[config.mk]
export PLATFORM = sky130hd
export DESIGN_NAME = membus_ctrl
export DESIGN_NICKNAME = d
export VERILOG_FILES = /design/src/rtl/membus_pkg.sv /design/src/rtl/mb_addr_reg.sv /design/src/rtl/mb_data_reg.sv /design/src/rtl/mb_seq.sv /design/src/rtl/membus_ctrl.sv
export SDC_FILE = /design/constraint.sdc
export NUM_CORES = 1
export LEC_CHECK = 0
export BUFFER_PORTS_ARGS = -buffer_cell sky130_fd_sc_hd__clkbuf_2
export CORE_UTILIZATION = 35
export CTS_BUF_LIST = sky130_fd_sc_hd__clkbuf_4 sky130_fd_sc_hd__clkbuf_8
export CTS_CLUSTER_DIAMETER = 50
export DETAILED_ROUTE_END_ITERATION = 6
export GPL_ROUTABILITY_DRIVEN = 0
export PLACE_DENSITY = 0.74
export SYNTH_ARGS = -nofsm -noshare
export SYNTH_HDL_FRONTEND = slang
export SYNTH_SLANG_ARGS = --single-unit
[constraint.sdc]
create_clock -name clk -period 3.49 [get_ports clk]
set_input_delay 0.5235 -clock clk [delete_from_list [all_inputs] [get_ports clk]]
set_output_delay 0.5235 -clock clk [all_outputs]
set_load 0.1 [all_outputs]
[src/rtl/membus_pkg.sv]
package membus_pkg;
  typedef enum logic [2:0] {
    MB_NONE   = 3'd0,
    MB_LDLO   = 3'd1,
    MB_LDHI   = 3'd2,
    MB_LDFULL = 3'd3,
    MB_LATCH  = 3'd4,
    MB_READ   = 3'd5,
    MB_WRITE  = 3'd6,
    MB_FETCH  = 3'd7
  } mb_cmd_e;

  typedef enum logic [2:0] {
    S_IDLE  = 3'd0,
    S_RD    = 3'd1,
    S_WSET  = 3'd2,
    S_WPUL  = 3'd3,
    S_FRD   = 3'd4,
    S_FINC  = 3'd5,
    S_FLOAD = 3'd6
  } mb_state_e;

  localparam int unsigned SEL_W   = 2;
  localparam int unsigned NUM_SRC = 1 << SEL_W;
  localparam logic [SEL_W-1:0] SRC_PC = 2'd1;
endpackage

[src/rtl/mb_addr_reg.sv]
module mb_addr_reg
  import membus_pkg::*;
#(
  parameter int DW = 8,
  parameter int AW = 16
) (
  input  logic                          clk,
  input  logic                          rst,
  input  logic                          ld_lo,
  input  logic                          ld_hi,
  input  logic                          ld_full,
  input  logic [SEL_W-1:0]              full_sel,
  input  logic [DW-1:0]                 byte_in,
  input  logic [NUM_SRC-1:0][AW-1:0]    srcs,
  output logic [AW-1:0]                 addr_q
);
  localparam int HB = AW - DW;

  logic [AW-1:0] full_val;
  logic [AW-1:0] addr_d;

  assign full_val = srcs[full_sel];

  always_comb begin
    addr_d = addr_q;
    if (ld_full)    addr_d = full_val;
    else if (ld_lo) addr_d[DW-1:0] = byte_in;
    else if (ld_hi) addr_d[AW-1:DW] = byte_in[HB-1:0];
  end

  always_ff @(posedge clk) begin
    if (rst) addr_q <= '0;
    else     addr_q <= addr_d;
  end

  // a low-byte load leaves the high byte untouched
  a_r2_lo_keeps_hi: assert property (@(posedge clk) disable iff (rst)
    (ld_lo && !ld_full) |=> addr_q[AW-1:DW] == $past(addr_q[AW-1:DW]));
  // a high-byte load leaves the low byte untouched
  a_r2_hi_keeps_lo: assert property (@(posedge clk) disable iff (rst)
    (ld_hi && !ld_full && !ld_lo) |=> addr_q[DW-1:0] == $past(addr_q[DW-1:0]));
  // a full load takes the selected source
  a_r3_full_src: assert property (@(posedge clk) disable iff (rst)
    ld_full |=> addr_q == $past(full_val));
endmodule

[src/rtl/mb_data_reg.sv]
module mb_data_reg #(
  parameter int DW = 8
) (
  input  logic          clk,
  input  logic          rst,
  input  logic          ld_int,
  input  logic          ld_ext,
  input  logic [DW-1:0] int_in,
  input  logic [DW-1:0] ext_in,
  output logic [DW-1:0] data_q
);
  always_ff @(posedge clk) begin
    if (rst)         data_q <= '0;
    else if (ld_ext) data_q <= ext_in;
    else if (ld_int) data_q <= int_in;
  end

  // the register only moves when told to
  a_r6_data_hold: assert property (@(posedge clk) disable iff (rst)
    (!ld_int && !ld_ext) |=> $stable(data_q));
endmodule

[src/rtl/mb_seq.sv]
module mb_seq
  import membus_pkg::*;
#(
  parameter int WR_SETUP = 1,
  parameter int WR_WIDTH = 1
) (
  input  logic             clk,
  input  logic             rst,
  input  mb_cmd_e          cmd,
  input  logic [SEL_W-1:0] src_sel,
  input  logic [1:0]       fetch_len,
  output logic             ld_lo,
  output logic             ld_hi,
  output logic             ld_full,
  output logic [SEL_W-1:0] full_sel,
  output logic             ld_int,
  output logic             ld_ext,
  output logic             rd_o,
  output logic             wr_o,
  output logic             doe_o,
  output logic             busy_o,
  output logic             rvalid_o,
  output logic             fetch_valid_o,
  output logic [1:0]       fetch_idx_o,
  output logic             pc_inc_o
);
  localparam int CMAX = (WR_SETUP > WR_WIDTH) ? WR_SETUP : WR_WIDTH;
  localparam int CW   = (CMAX < 2) ? 1 : $clog2(CMAX + 1);
  localparam logic [CW-1:0] SET_LOAD = CW'(WR_SETUP - 1);
  localparam logic [CW-1:0] WID_LOAD = CW'(WR_WIDTH - 1);

  mb_state_e      st_q, st_d;
  logic [CW-1:0]  cnt_q, cnt_d;
  logic [1:0]     left_q, left_d;
  logic [1:0]     idx_q, idx_d;
  logic [1:0]     len_c;
  logic           rd_d, wr_d, doe_d, rv_d, fv_d, inc_d;
  logic           idle;

  assign idle  = (st_q == S_IDLE);
  assign len_c = (fetch_len == 2'd3) ? 2'd2 : fetch_len;

  // register loads, decided in the cycle they take effect
  always_comb begin
    ld_lo    = 1'b0;
    ld_hi    = 1'b0;
    ld_full  = 1'b0;
    ld_int   = 1'b0;
    ld_ext   = 1'b0;
    full_sel = SRC_PC;
    unique case (st_q)
      S_IDLE: begin
        ld_lo   = (cmd == MB_LDLO);
        ld_hi   = (cmd == MB_LDHI);
        ld_int  = (cmd == MB_LATCH);
        ld_full = (cmd == MB_LDFULL) || (cmd == MB_FETCH);
        if (cmd == MB_LDFULL) full_sel = src_sel;
      end
      S_RD, S_FRD: ld_ext  = 1'b1;
      S_FLOAD:     ld_full = 1'b1;
      default: ;
    endcase
  end

  // next state and next registered strobes
  always_comb begin
    st_d   = st_q;
    cnt_d  = cnt_q;
    left_d = left_q;
    idx_d  = idx_q;
    rd_d   = 1'b0;
    wr_d   = 1'b0;
    doe_d  = 1'b0;
    rv_d   = 1'b0;
    fv_d   = 1'b0;
    inc_d  = 1'b0;
    unique case (st_q)
      S_IDLE: begin
        if (cmd == MB_READ) begin
          st_d = S_RD;
          rd_d = 1'b1;
        end else if (cmd == MB_WRITE) begin
          st_d  = S_WSET;
          cnt_d = SET_LOAD;
          doe_d = 1'b1;
        end else if (cmd == MB_FETCH) begin
          st_d   = S_FRD;
          rd_d   = 1'b1;
          left_d = len_c;
          idx_d  = 2'd0;
        end
      end
      S_RD: begin
        st_d = S_IDLE;
        rv_d = 1'b1;
      end
      S_WSET: begin
        doe_d = 1'b1;
        if (cnt_q == '0) begin
          st_d  = S_WPUL;
          cnt_d = WID_LOAD;
          wr_d  = 1'b1;
        end else begin
          cnt_d = cnt_q - 1'b1;
        end
      end
      S_WPUL: begin
        if (cnt_q == '0) begin
          st_d = S_IDLE;
        end else begin
          cnt_d = cnt_q - 1'b1;
          wr_d  = 1'b1;
          doe_d = 1'b1;
        end
      end
      S_FRD: begin
        st_d  = S_FINC;
        rv_d  = 1'b1;
        fv_d  = 1'b1;
        inc_d = 1'b1;
      end
      S_FINC: begin
        if (left_q == 2'd0) begin
          st_d = S_IDLE;
        end else begin
          st_d   = S_FLOAD;
          left_d = left_q - 1'b1;
          idx_d  = idx_q + 1'b1;
        end
      end
      S_FLOAD: begin
        st_d = S_FRD;
        rd_d = 1'b1;
      end
      default: st_d = S_IDLE;
    endcase
  end

  always_ff @(posedge clk) begin
    if (rst) begin
      st_q          <= S_IDLE;
      cnt_q         <= '0;
      left_q        <= '0;
      idx_q         <= '0;
      rd_o          <= 1'b0;
      wr_o          <= 1'b0;
      doe_o         <= 1'b0;
      busy_o        <= 1'b0;
      rvalid_o      <= 1'b0;
      fetch_valid_o <= 1'b0;
      pc_inc_o      <= 1'b0;
    end else begin
      st_q          <= st_d;
      cnt_q         <= cnt_d;
      left_q        <= left_d;
      idx_q         <= idx_d;
      rd_o          <= rd_d;
      wr_o          <= wr_d;
      doe_o         <= doe_d;
      busy_o        <= (st_d != S_IDLE);
      rvalid_o      <= rv_d;
      fetch_valid_o <= fv_d;
      pc_inc_o      <= inc_d;
    end
  end

  assign fetch_idx_o = idx_q;

  // read strobe lasts one cycle
  a_r4_rd_single: assert property (@(posedge clk) disable iff (rst)
    rd_o |=> !rd_o);
  // write strobe only with the driver on
  a_r6_wr_with_oe: assert property (@(posedge clk) disable iff (rst)
    wr_o |-> doe_o);
  // driver enabled at least a cycle before the strobe rises
  a_r6_oe_before_wr: assert property (@(posedge clk) disable iff (rst)
    $rose(wr_o) |-> $past(doe_o));
  // pins undriven when idle
  a_r7_idle_hiz: assert property (@(posedge clk) disable iff (rst)
    !busy_o |-> !doe_o);
  // one increment per fetched byte
  a_r9_inc_with_byte: assert property (@(posedge clk) disable iff (rst)
    pc_inc_o |-> fetch_valid_o);
  // strobes only while busy
  a_r10_strobe_busy: assert property (@(posedge clk) disable iff (rst)
    (rd_o || wr_o) |-> busy_o);
  // never read and write together
  a_r8_one_strobe: assert property (@(posedge clk) disable iff (rst)
    !(rd_o && wr_o));
endmodule

[src/rtl/membus_ctrl.sv]
module membus_ctrl
  import membus_pkg::*;
#(
  parameter int DW       = 8,
  parameter int AW       = 16,
  parameter int WR_SETUP = 1,
  parameter int WR_WIDTH = 1
) (
  input  logic             clk,
  input  logic             rst,
  input  logic [2:0]       cmd_i,
  input  logic [1:0]       src_sel_i,
  input  logic [1:0]       fetch_len_i,
  input  logic [DW-1:0]    idata_i,
  input  logic [AW-1:0]    bc_i,
  input  logic [AW-1:0]    pc_i,
  input  logic [AW-1:0]    sp_i,
  input  logic [AW-1:0]    dd_i,
  input  logic [DW-1:0]    ext_din_i,
  output logic [AW-1:0]    addr_o,
  output logic [DW-1:0]    dout_o,
  output logic             doe_o,
  output logic             rd_o,
  output logic             wr_o,
  output logic [DW-1:0]    rdata_o,
  output logic             rvalid_o,
  output logic             busy_o,
  output logic             fetch_valid_o,
  output logic [1:0]       fetch_idx_o,
  output logic             pc_inc_o
);
  logic                       ld_lo, ld_hi, ld_full, ld_int, ld_ext;
  logic [SEL_W-1:0]           full_sel;
  logic [NUM_SRC-1:0][AW-1:0] srcs;
  logic [DW-1:0]              dreg;

  assign srcs = {dd_i, sp_i, pc_i, bc_i};

  mb_seq #(.WR_SETUP(WR_SETUP), .WR_WIDTH(WR_WIDTH)) u_seq (
    .clk(clk), .rst(rst), .cmd(mb_cmd_e'(cmd_i)), .src_sel(src_sel_i),
    .fetch_len(fetch_len_i), .ld_lo(ld_lo), .ld_hi(ld_hi), .ld_full(ld_full),
    .full_sel(full_sel), .ld_int(ld_int), .ld_ext(ld_ext), .rd_o(rd_o),
    .wr_o(wr_o), .doe_o(doe_o), .busy_o(busy_o), .rvalid_o(rvalid_o),
    .fetch_valid_o(fetch_valid_o), .fetch_idx_o(fetch_idx_o), .pc_inc_o(pc_inc_o)
  );

  mb_addr_reg #(.DW(DW), .AW(AW)) u_addr (
    .clk(clk), .rst(rst), .ld_lo(ld_lo), .ld_hi(ld_hi), .ld_full(ld_full),
    .full_sel(full_sel), .byte_in(idata_i), .srcs(srcs), .addr_q(addr_o)
  );

  mb_data_reg #(.DW(DW)) u_data (
    .clk(clk), .rst(rst), .ld_int(ld_int), .ld_ext(ld_ext),
    .int_in(idata_i), .ext_in(ext_din_i), .data_q(dreg)
  );

  assign dout_o  = dreg;
  assign rdata_o = dreg;

  // address frozen across every strobe
  a_r8_addr_rd: assert property (@(posedge clk) disable iff (rst)
    rd_o |=> $stable(addr_o));
  a_r8_addr_wr: assert property (@(posedge clk) disable iff (rst)
    wr_o |=> $stable(addr_o));
  // data constant while the write strobe is high
  a_r6_dout_wr: assert property (@(posedge clk) disable iff (rst)
    wr_o |-> $stable(dout_o));
  // no load while busy
  a_r8_busy_ignores: assert property (@(posedge clk) disable iff (rst)
    (busy_o && !rd_o && !fetch_valid_o) |=> $stable(addr_o) || $past(ld_full));
endmodule

Yosys cells after proc, flatten, opt, wreduce, memory -nomap -nowiden
Cells that the tools add are included.

word-level totals
  register bits after elaboration = 38
  input port bits = 89

cells by class
  $add $sub $neg = 3
  order comparisons = 1
  eq/ne operators = 20
  multiplexer cells = 48
  reduce and logical (&&, ||, !) cells = 14

operator list
  operator                                                                      count
  8-bit 2-to-1 mux                                                              5
  16-bit binary-select mux with 2-bit select                                    1
  16-bit 2-to-1 mux                                                             2
  2-bit 2-to-1 mux                                                              11
  3-bit == test, second input constant                                          7
  3-bit 2-to-1 mux                                                              6
  3-bit one-hot mux with 6 select lines                                         1
  1-bit 2-to-1 mux                                                              15
  3-bit by 2-bit == test with 1-bit output, second input constant               4
  2-bit != test, second input constant                                          5
  2-bit nonzero test                                                            5
  1-bit one-hot mux with 2 select lines                                         4
  2-bit one-hot mux with 2 select lines                                         2
  3-bit by 1-bit == test with 1-bit output, second input constant               2
  5-bit AND reduction                                                           1
  2-bit OR reduction                                                            2
  3-bit zero test                                                               1
  2-bit by 3-bit less-than comparator with 1-bit output, second input constant  1
  1-bit one-hot mux with 3 select lines                                         1
  3-bit AND reduction                                                           1
  3-bit nonzero test                                                            1
  2-bit by 1-bit adder with 2-bit output, second input constant                 1
  2-bit == test, second input constant                                          1
  2-bit zero test                                                               1
  5 further kinds                                                               5

Longest topological paths before layout
Gate-level depths: netlist of the first run.

  depth in word-level cells = 6
  mapped depth = 8
  gate-level depth less buffers = 5

Modules after synthesis
Synthesis of the first run repeated with hierarchy kept, for this count alone.

unflattened totals
  cells, all modules = 227
  area, all modules = 2296.0 um2

by module, submodules not included
  module       instances  cells an instance  area an instance (um2)
  mb_addr_reg  1          107                1173.6
  mb_seq       1          77                 693.2
  mb_data_reg  1          35                 369.1
  membus_ctrl  1          8                  60.1

Worst setup path after synthesis of the first run
No wires, ideal clock.

  path kind = input -> register
  from = in cmd_i[0]
  to = reg u_addr.addr_q[7]
  setup time = 0.119 ns
  arrival time = 1.905 ns
  data required time = 3.371 ns
  path slack = 1.466 ns
  stages = 6
  buffers on the path = 2
  cells stage by stage = clkbuf_1 nand2b_1 or3_1 buf_2 mux2_4 o221a_1

on the way
  longest elaborated chain between the ends = 6
  elaborated cells on any way between the ends = 12
  those cells by class = eq/ne: 3; mux: 7; reduce/logical: 2

RTL lines
  element                                     line                        text
  from (decl)                                 membus_ctrl.sv:11           input logic [2:0] cmd_i,
  3-bit by 2-bit == test with 1-bit output    mb_seq.sv:56, mb_seq.sv:57
  2-bit 2-to-1 mux                            mb_seq.sv:57                if (cmd == MB_LDFULL) full_sel = src_sel;
  2-bit 2-to-1 mux                            mb_seq.sv:51                unique case (st_q)
  16-bit binary-select mux with 2-bit select  mb_addr_reg.sv:22           assign full_val = srcs[full_sel];
  16-bit 2-to-1 mux (implied by the code)     mb_addr_reg.sv:22
  16-bit 2-to-1 mux                           mb_addr_reg.sv:26           if (ld_full) addr_d = full_val;
  to (signal assigned)                        mb_addr_reg.sv:33           else addr_q <= addr_d;
  to (decl)                                   mb_addr_reg.sv:15           output logic [AW-1:0] addr_q

Parallel ways exist; a longest one is shown, timed or not. The select of a mux whose other input is x is not followed.
A chain may end at the register's enable or synchronous reset.

Final worst setup path of the first run
  from = reg u_seq.st_q[0]
  to = reg u_addr.addr_q[7]

on the way
  longest elaborated chain between the ends = 5
  elaborated cells on any way between the ends = 9
  those cells by class = eq/ne: 1; mux: 6; reduce/logical: 2

RTL lines
  element                                     line               text
  from (decl)                                 mb_seq.sv:32       mb_state_e st_q, st_d;
  from (signal assigned)                      mb_seq.sv:153      st_q <= st_d;
  3-bit zero test                             mb_seq.sv:51
  2-bit 2-to-1 mux                            mb_seq.sv:51
  16-bit binary-select mux with 2-bit select  mb_addr_reg.sv:22
  16-bit 2-to-1 mux (implied by the code)     mb_addr_reg.sv:22
  16-bit 2-to-1 mux                           mb_addr_reg.sv:26

Parallel ways exist; a longest one is shown, timed or not. The select of a mux whose other input is x is not followed.

==> reports/qor.yml, run 1 <==
max_stage_delay_ns: 0.91
wl_um: 7640
cp.required_ns: 3.67
drtIter0Drc: 257
syn_area_per_cell_um2: 7.75
power.leakage_uw: 0.00141
crit_path_top_delay_cell: "or3_1"
skew_ns: 0.00352
hold_viol_final: 0
htree_levels: 2
grt_pass1_vias: 2424
syn-num-nets: 411
dp.cells: 508
gr-total-overflow: 0
power_uw: 1430
mostFrequentLayoutCells: "clkbuf_2, dfxtp_1, nand2_1, a21oi_1, o21ai_0"
rsz0062_at_grt: "false"
antenna_found_initial: 0
final_cells: 514
finalCritPeriodShare: 0.849
synth-main-ff-cell: "dfxtp_1"
drc: 0
synth-edff-count: 0
max_slew_margin: 0.287
grt_usage: 0.197
cp_max_fo: 35
cts_tree: "yes"
ir_worst_vdd_uv: 158
slew_violations: 0
syn2layout_area_growth_pct: 26.8
finalSetupViolCount: 0
whs_ns: 0.475
max_freq_mhz: 338
cts_buffers: 5
pwr_density_cell_nw_per_um2: 452
dpl.hpwl_um: 5820
final_util: 0.462
start_util: 0.364
syn_area_um2: 2490
avgViaCountPerCell: 5.62
synth_seq_cells: 37
final_common_cell: "clkbuf_2"
worst_pin_slew_ns: 1.07
die_area_um2: 7450
vias: 2889
cts.repair.resized: 0
num-nets-final: 509
yosysUniqueCellTypes: 54
antenna_cells: 0
hold_buffers: 0
routedWlPerCell_um: 14.9
ys_seq_area_frac: 0.298
hp-class: "flip-flop to flip-flop"
worstSkewPairLatency_ns: 0.29
finalCriticalPeriod_ns: 2.96
path_class: "flip-flop to flip-flop"
end_kind: "flip-flop"
rows: 30
cp_cell_sequence: "or3_1 > or2_0 > o311ai_1 > o221a_1"
fill_cells: 696
path_clk_slew_ns: 0.07
finalSetupTns_ns: 0
max_cap_violations: 0
first_pass_iters: 5
cts_sinks: 37
grt_first_pass_wirelength_um: 11800
post_cts_buffers: 0
boundaryPins: 130
die-width_um: 86.3
synthCells: 321
ant_nets: 0
start_kind: "flip-flop"
grt_max_degree: 44
drive_gt1_frac: 0.352
cts_root_buffer: "clkbuf_8"
status: "completed"
cp.arrival_ns: 3.14
cts.path.max_buffers: 2
async_reset_ff_frac: 0
yosys_warnings: 0
die_h_um: 86.3
core_um2: 6830
io_buffers: 129
power breakdown:
part           switching (uW)  total (uW)  internal (uW)
registers                33.9         496            463
clock network             149         281            131
logic                     506         648            143
cell type report:
class	count	area, um^2	area share
Clock buffer	5	68.8	0.0218
Clock inverter	1	5.00	0.00159
Inverter	13	48.8	0.0155
Multi-Input combinational cell	229	1500	0.474
Sequential cell	37	741	0.235
Tap cell	96	120	0.0381
Timing Repair Buffer	133	676	0.214
path summary, 6_finish.rpt:
check	slack, ns	endpoint	start	cells after the start
max	0.53	u_addr.addr_q[7]	u_seq.st_q[0]	4
min	0.47	u_data.data_q[2]	u_data.data_q[2]	2
max reg2reg	0.53	u_addr.addr_q[7]	u_seq.st_q[0]	4
min reg2reg	0.47	u_data.data_q[2]	u_data.data_q[2]	2
metrics by stage:
stage	area, um^2	worst slack (ns)
2_1_floorplan	2490	1.47
3_3_place_gp	3080	0.708
3_5_place_dp	3080	0.614
4_1_cts	3150	0.596
5_1_grt	3150	0.338
6_report	3150	0.528
state kept, by name, indices dropped and copies added, names as in the netlist:
register and count:
u_addr.addr_q 16, u_data.data_q 8, u_seq.st_q 3, u_seq.fetch_idx_o 2, u_seq.left_q 2, u_seq.busy_o 1, u_seq.doe_o 1, u_seq.fetch_valid_o 1
u_seq.rd_o 1, u_seq.rvalid_o 1, u_seq.wr_o 1
synth_stat cells (12+ instances only):
| cell | number | area [um^2] |
|---|---|---|
| nor3_1 | 17 | 85.1 |
| mux2i_1 | 15 | 150 |
| o21ai_0 | 20 | 100 |
| a21oi_1 | 27 | 135 |
| nor4_1 | 15 | 93.8 |
| clkbuf_1 | 27 | 101 |
| nand2_1 | 27 | 101 |
| o221ai_1 | 14 | 123 |
| nor2b_1 | 15 | 93.8 |
| a31oi_1 | 15 | 93.8 |
| dfxtp_1 | 37 | 741 |
| inv_1 | 12 | 45.0 |
per-layer routing:
layer,share of wire,track usage,up-vias
met5,0,0,-
met4,0.018,0.0576,0
met3,0.077,0.0305,14
met2,0.45,0.313,156
met1,0.45,0.276,1315
li1,-,-,1404
logic make-up after synthesis:
family / share of synthesized area
AOI/OAI and AO/OA: 0.292
xor gates and xnor gates: 0.00352
and+or+nand+nor: 0.229
muxes: 0.0709
DFF: 0.298
adders and majority gates: 0.00503
buffers and inverters: 0.101
worst max-delay path: cells and delay by family (launching register included):
kind,cells,cell delay (ns)
AND/OR/NAND/NOR,2,1.63
flip-flops,1,0.71
AO/OA/AOI/OAI,2,0.50
Power figures use the tool's default switching activity.
==> run 2: changes to the inputs <==
Settings changed: PLACE_DENSITY 0.74 to 0.76.
Clock period 3.49 ns to 2.4 ns, I/O delays scaled along.
==> reports/qor.yml, run 2 (same netlist as run 1, synthesis figures left out) <==
fill_cells: 710  # +2.0%
htree_levels: 2  # unchanged
ant_nets: 0  # unchanged
hold_buffers: 0  # unchanged
power.leakage_uw: 0.00145  # +3.2%
finalCriticalPeriod_ns: 1.92  # -1.04 ns
hold_depth: 3  # +1
io_buffers: 129  # unchanged
grt_pass1_vias: 2436  # +0.50%
cp.required_ns: 2.59  # -1.08 ns
gr-total-overflow: 0  # unchanged
crit_path_top_delay_cell: "or3_1"
finalSetupViolCount: 0  # unchanged
start_util: 0.364  # unchanged
max_stage_delay_ns: 0.48  # -0.43 ns
crit_path_start: "u_seq.st_q[1]"
cts_tree: "yes"
final_util: 0.473  # +0.0110
die-width_um: 86.3  # unchanged
drtIter0Drc: 204  # -21%
hold_viol_final: 0  # unchanged
dpl.hpwl_um: 5840  # +0.39%
path_clk_slew_ns: 0.08  # about the same
post_cts_buffers: 0  # unchanged
start_kind: "flip-flop"
grt_usage: 0.199  # +0.00202
cts.path.max_buffers: 2  # unchanged
path_class: "flip-flop to flip-flop"
cts_buffers: 5  # unchanged
power_uw: 2130  # +50%
skew_ns: 0.00947  # +0.00595 ns
r2r_cells: 4  # unchanged
r2r_start: "u_seq.st_q[1]"
ir_worst_vdd_uv: 215  # +36%
die_area_um2: 7450  # unchanged
reg_top3: "u_addr.addr_q: 16 flops, u_data.data_q: 8 flops, u_seq.st_q: 3 flops"
cts_root_buffer: "clkbuf_8"
vias: 2876  # -0.45%
worstSkewPairLatency_ns: 0.29  # about the same
routedWlPerCell_um: 14.4  # -3.1%
final_common_cell: "clkbuf_2"
max_freq_mhz: 521  # +54%
cp.arrival_ns: 2.11  # -1.03 ns
ff_latch_area_um2: 741  # unchanged
largest_register_ffs: 16  # unchanged
multi_input_area_um2: 1500  # unchanged
cts_sinks: 37  # unchanged
hp-class: "input port to flip-flop"
first_pass_iters: 5  # unchanged
num-nets-final: 516  # +1.4%
die_h_um: 86.3  # unchanged
rsz0062_at_grt: "false"
antenna_found_initial: 0  # unchanged
finalSetupTns_ns: 0  # unchanged
core_um2: 6830  # unchanged
cp_common_cell: "or3_1"
max_cap_violations: 0  # unchanged
cp_max_fo: 7  # -80%
syn2layout_area_growth_pct: 29.8
rows: 30  # unchanged
worst_pin_slew_ns: 0.831  # -0.239 ns
max_slew_margin: 0.440  # +0.153
drive_gt1_frac: 0.365  # +0.0137
avgViaCountPerCell: 5.50  # -2.2%
mostFrequentLayoutCells: "clkbuf_2, dfxtp_1, nand2_1, a21oi_1, o21ai_0"
cp_cell_sequence: "or3_1 > or3_1 > mux2_4 > o221a_1"
boundaryPins: 130  # unchanged
status: "completed"
finalCritPeriodShare: 0.799  # -0.0496
grt_max_degree: 44  # unchanged
end_kind: "flip-flop"
grt_first_pass_wirelength_um: 11700  # -0.47%
pwr_density_cell_nw_per_um2: 661  # +46%
cts.repair.resized: 0  # unchanged
antenna_cells: 0  # unchanged
slew_violations: 0  # unchanged
hp-start: "ext_din_i[0]"
wl_um: 7530  # -1.4%
regMostFlops: "u_addr.addr_q"
drc: 0  # unchanged
-- run 2: stage by stage --
| stage | instances | hold slack (ns) | instance area [um^2] | worst slack (ns) |
|---|---|---|---|---|
| after floorplan | 321 | 0.492 | 2490 | 0.435 |
| after global placement | 515 | 0.455 | 3130 | 0.398 |
| after detailed placement | 515 | 0.464 | 3130 | 0.353 |
| after CTS | 523 | 0.336 | 3230 | 0.497 |
| after global routing | 523 | 0.353 | 3230 | 0.387 |
| final | 523 | 0.342 | 3230 | 0.482 |
-- run 2: power by group --
group	leakage (uW)	total [uW]	internal, uW	switching, uW
logic	0.00110	971	217	754
registers	0.000304	706	672	33.4
clock network	0.0000512	458	233	225
total	0.00145	2130	1120	1010
-- run 2: area by class of cell --
| type | count | area share |
|---|---|---|
| Clock inverter | 2 | 0.00426 |
| Multi-Input combinational cell | 229 | 0.463 |
| Inverter | 13 | 0.0151 |
| Clock buffer | 6 | 0.0256 |
| Tap cell | 96 | 0.0372 |
| Sequential cell | 37 | 0.229 |
| Timing Repair Buffer | 140 | 0.225 |
-- run 2: path summary, 6_finish.rpt --
check	to	slack [ns]
hold reg to reg	u_data.data_q[7]	0.47
hold / removal	u_data.data_q[0]	0.34
setup reg to reg	u_addr.addr_q[7]	0.48
setup / recovery	u_addr.addr_q[7]	0.48
-- run 2: critical path: cells and delay by family, from the launching register on --
kind / cells / cell delay (ns)
mux: 1 / 0.34
simple gates: 2 / 0.95
flops: 1 / 0.31
compound gates: 1 / 0.22
-- run 2: routing by layer --
| metal | track usage | part of all wire |
|---|---|---|
| met1 | 0.273 | 0.45 |
| met2 | 0.302 | 0.45 |
| met3 | 0.0352 | 0.084 |
| met4 | 0.0955 | 0.018 |
| met5 | 0 | 0 |
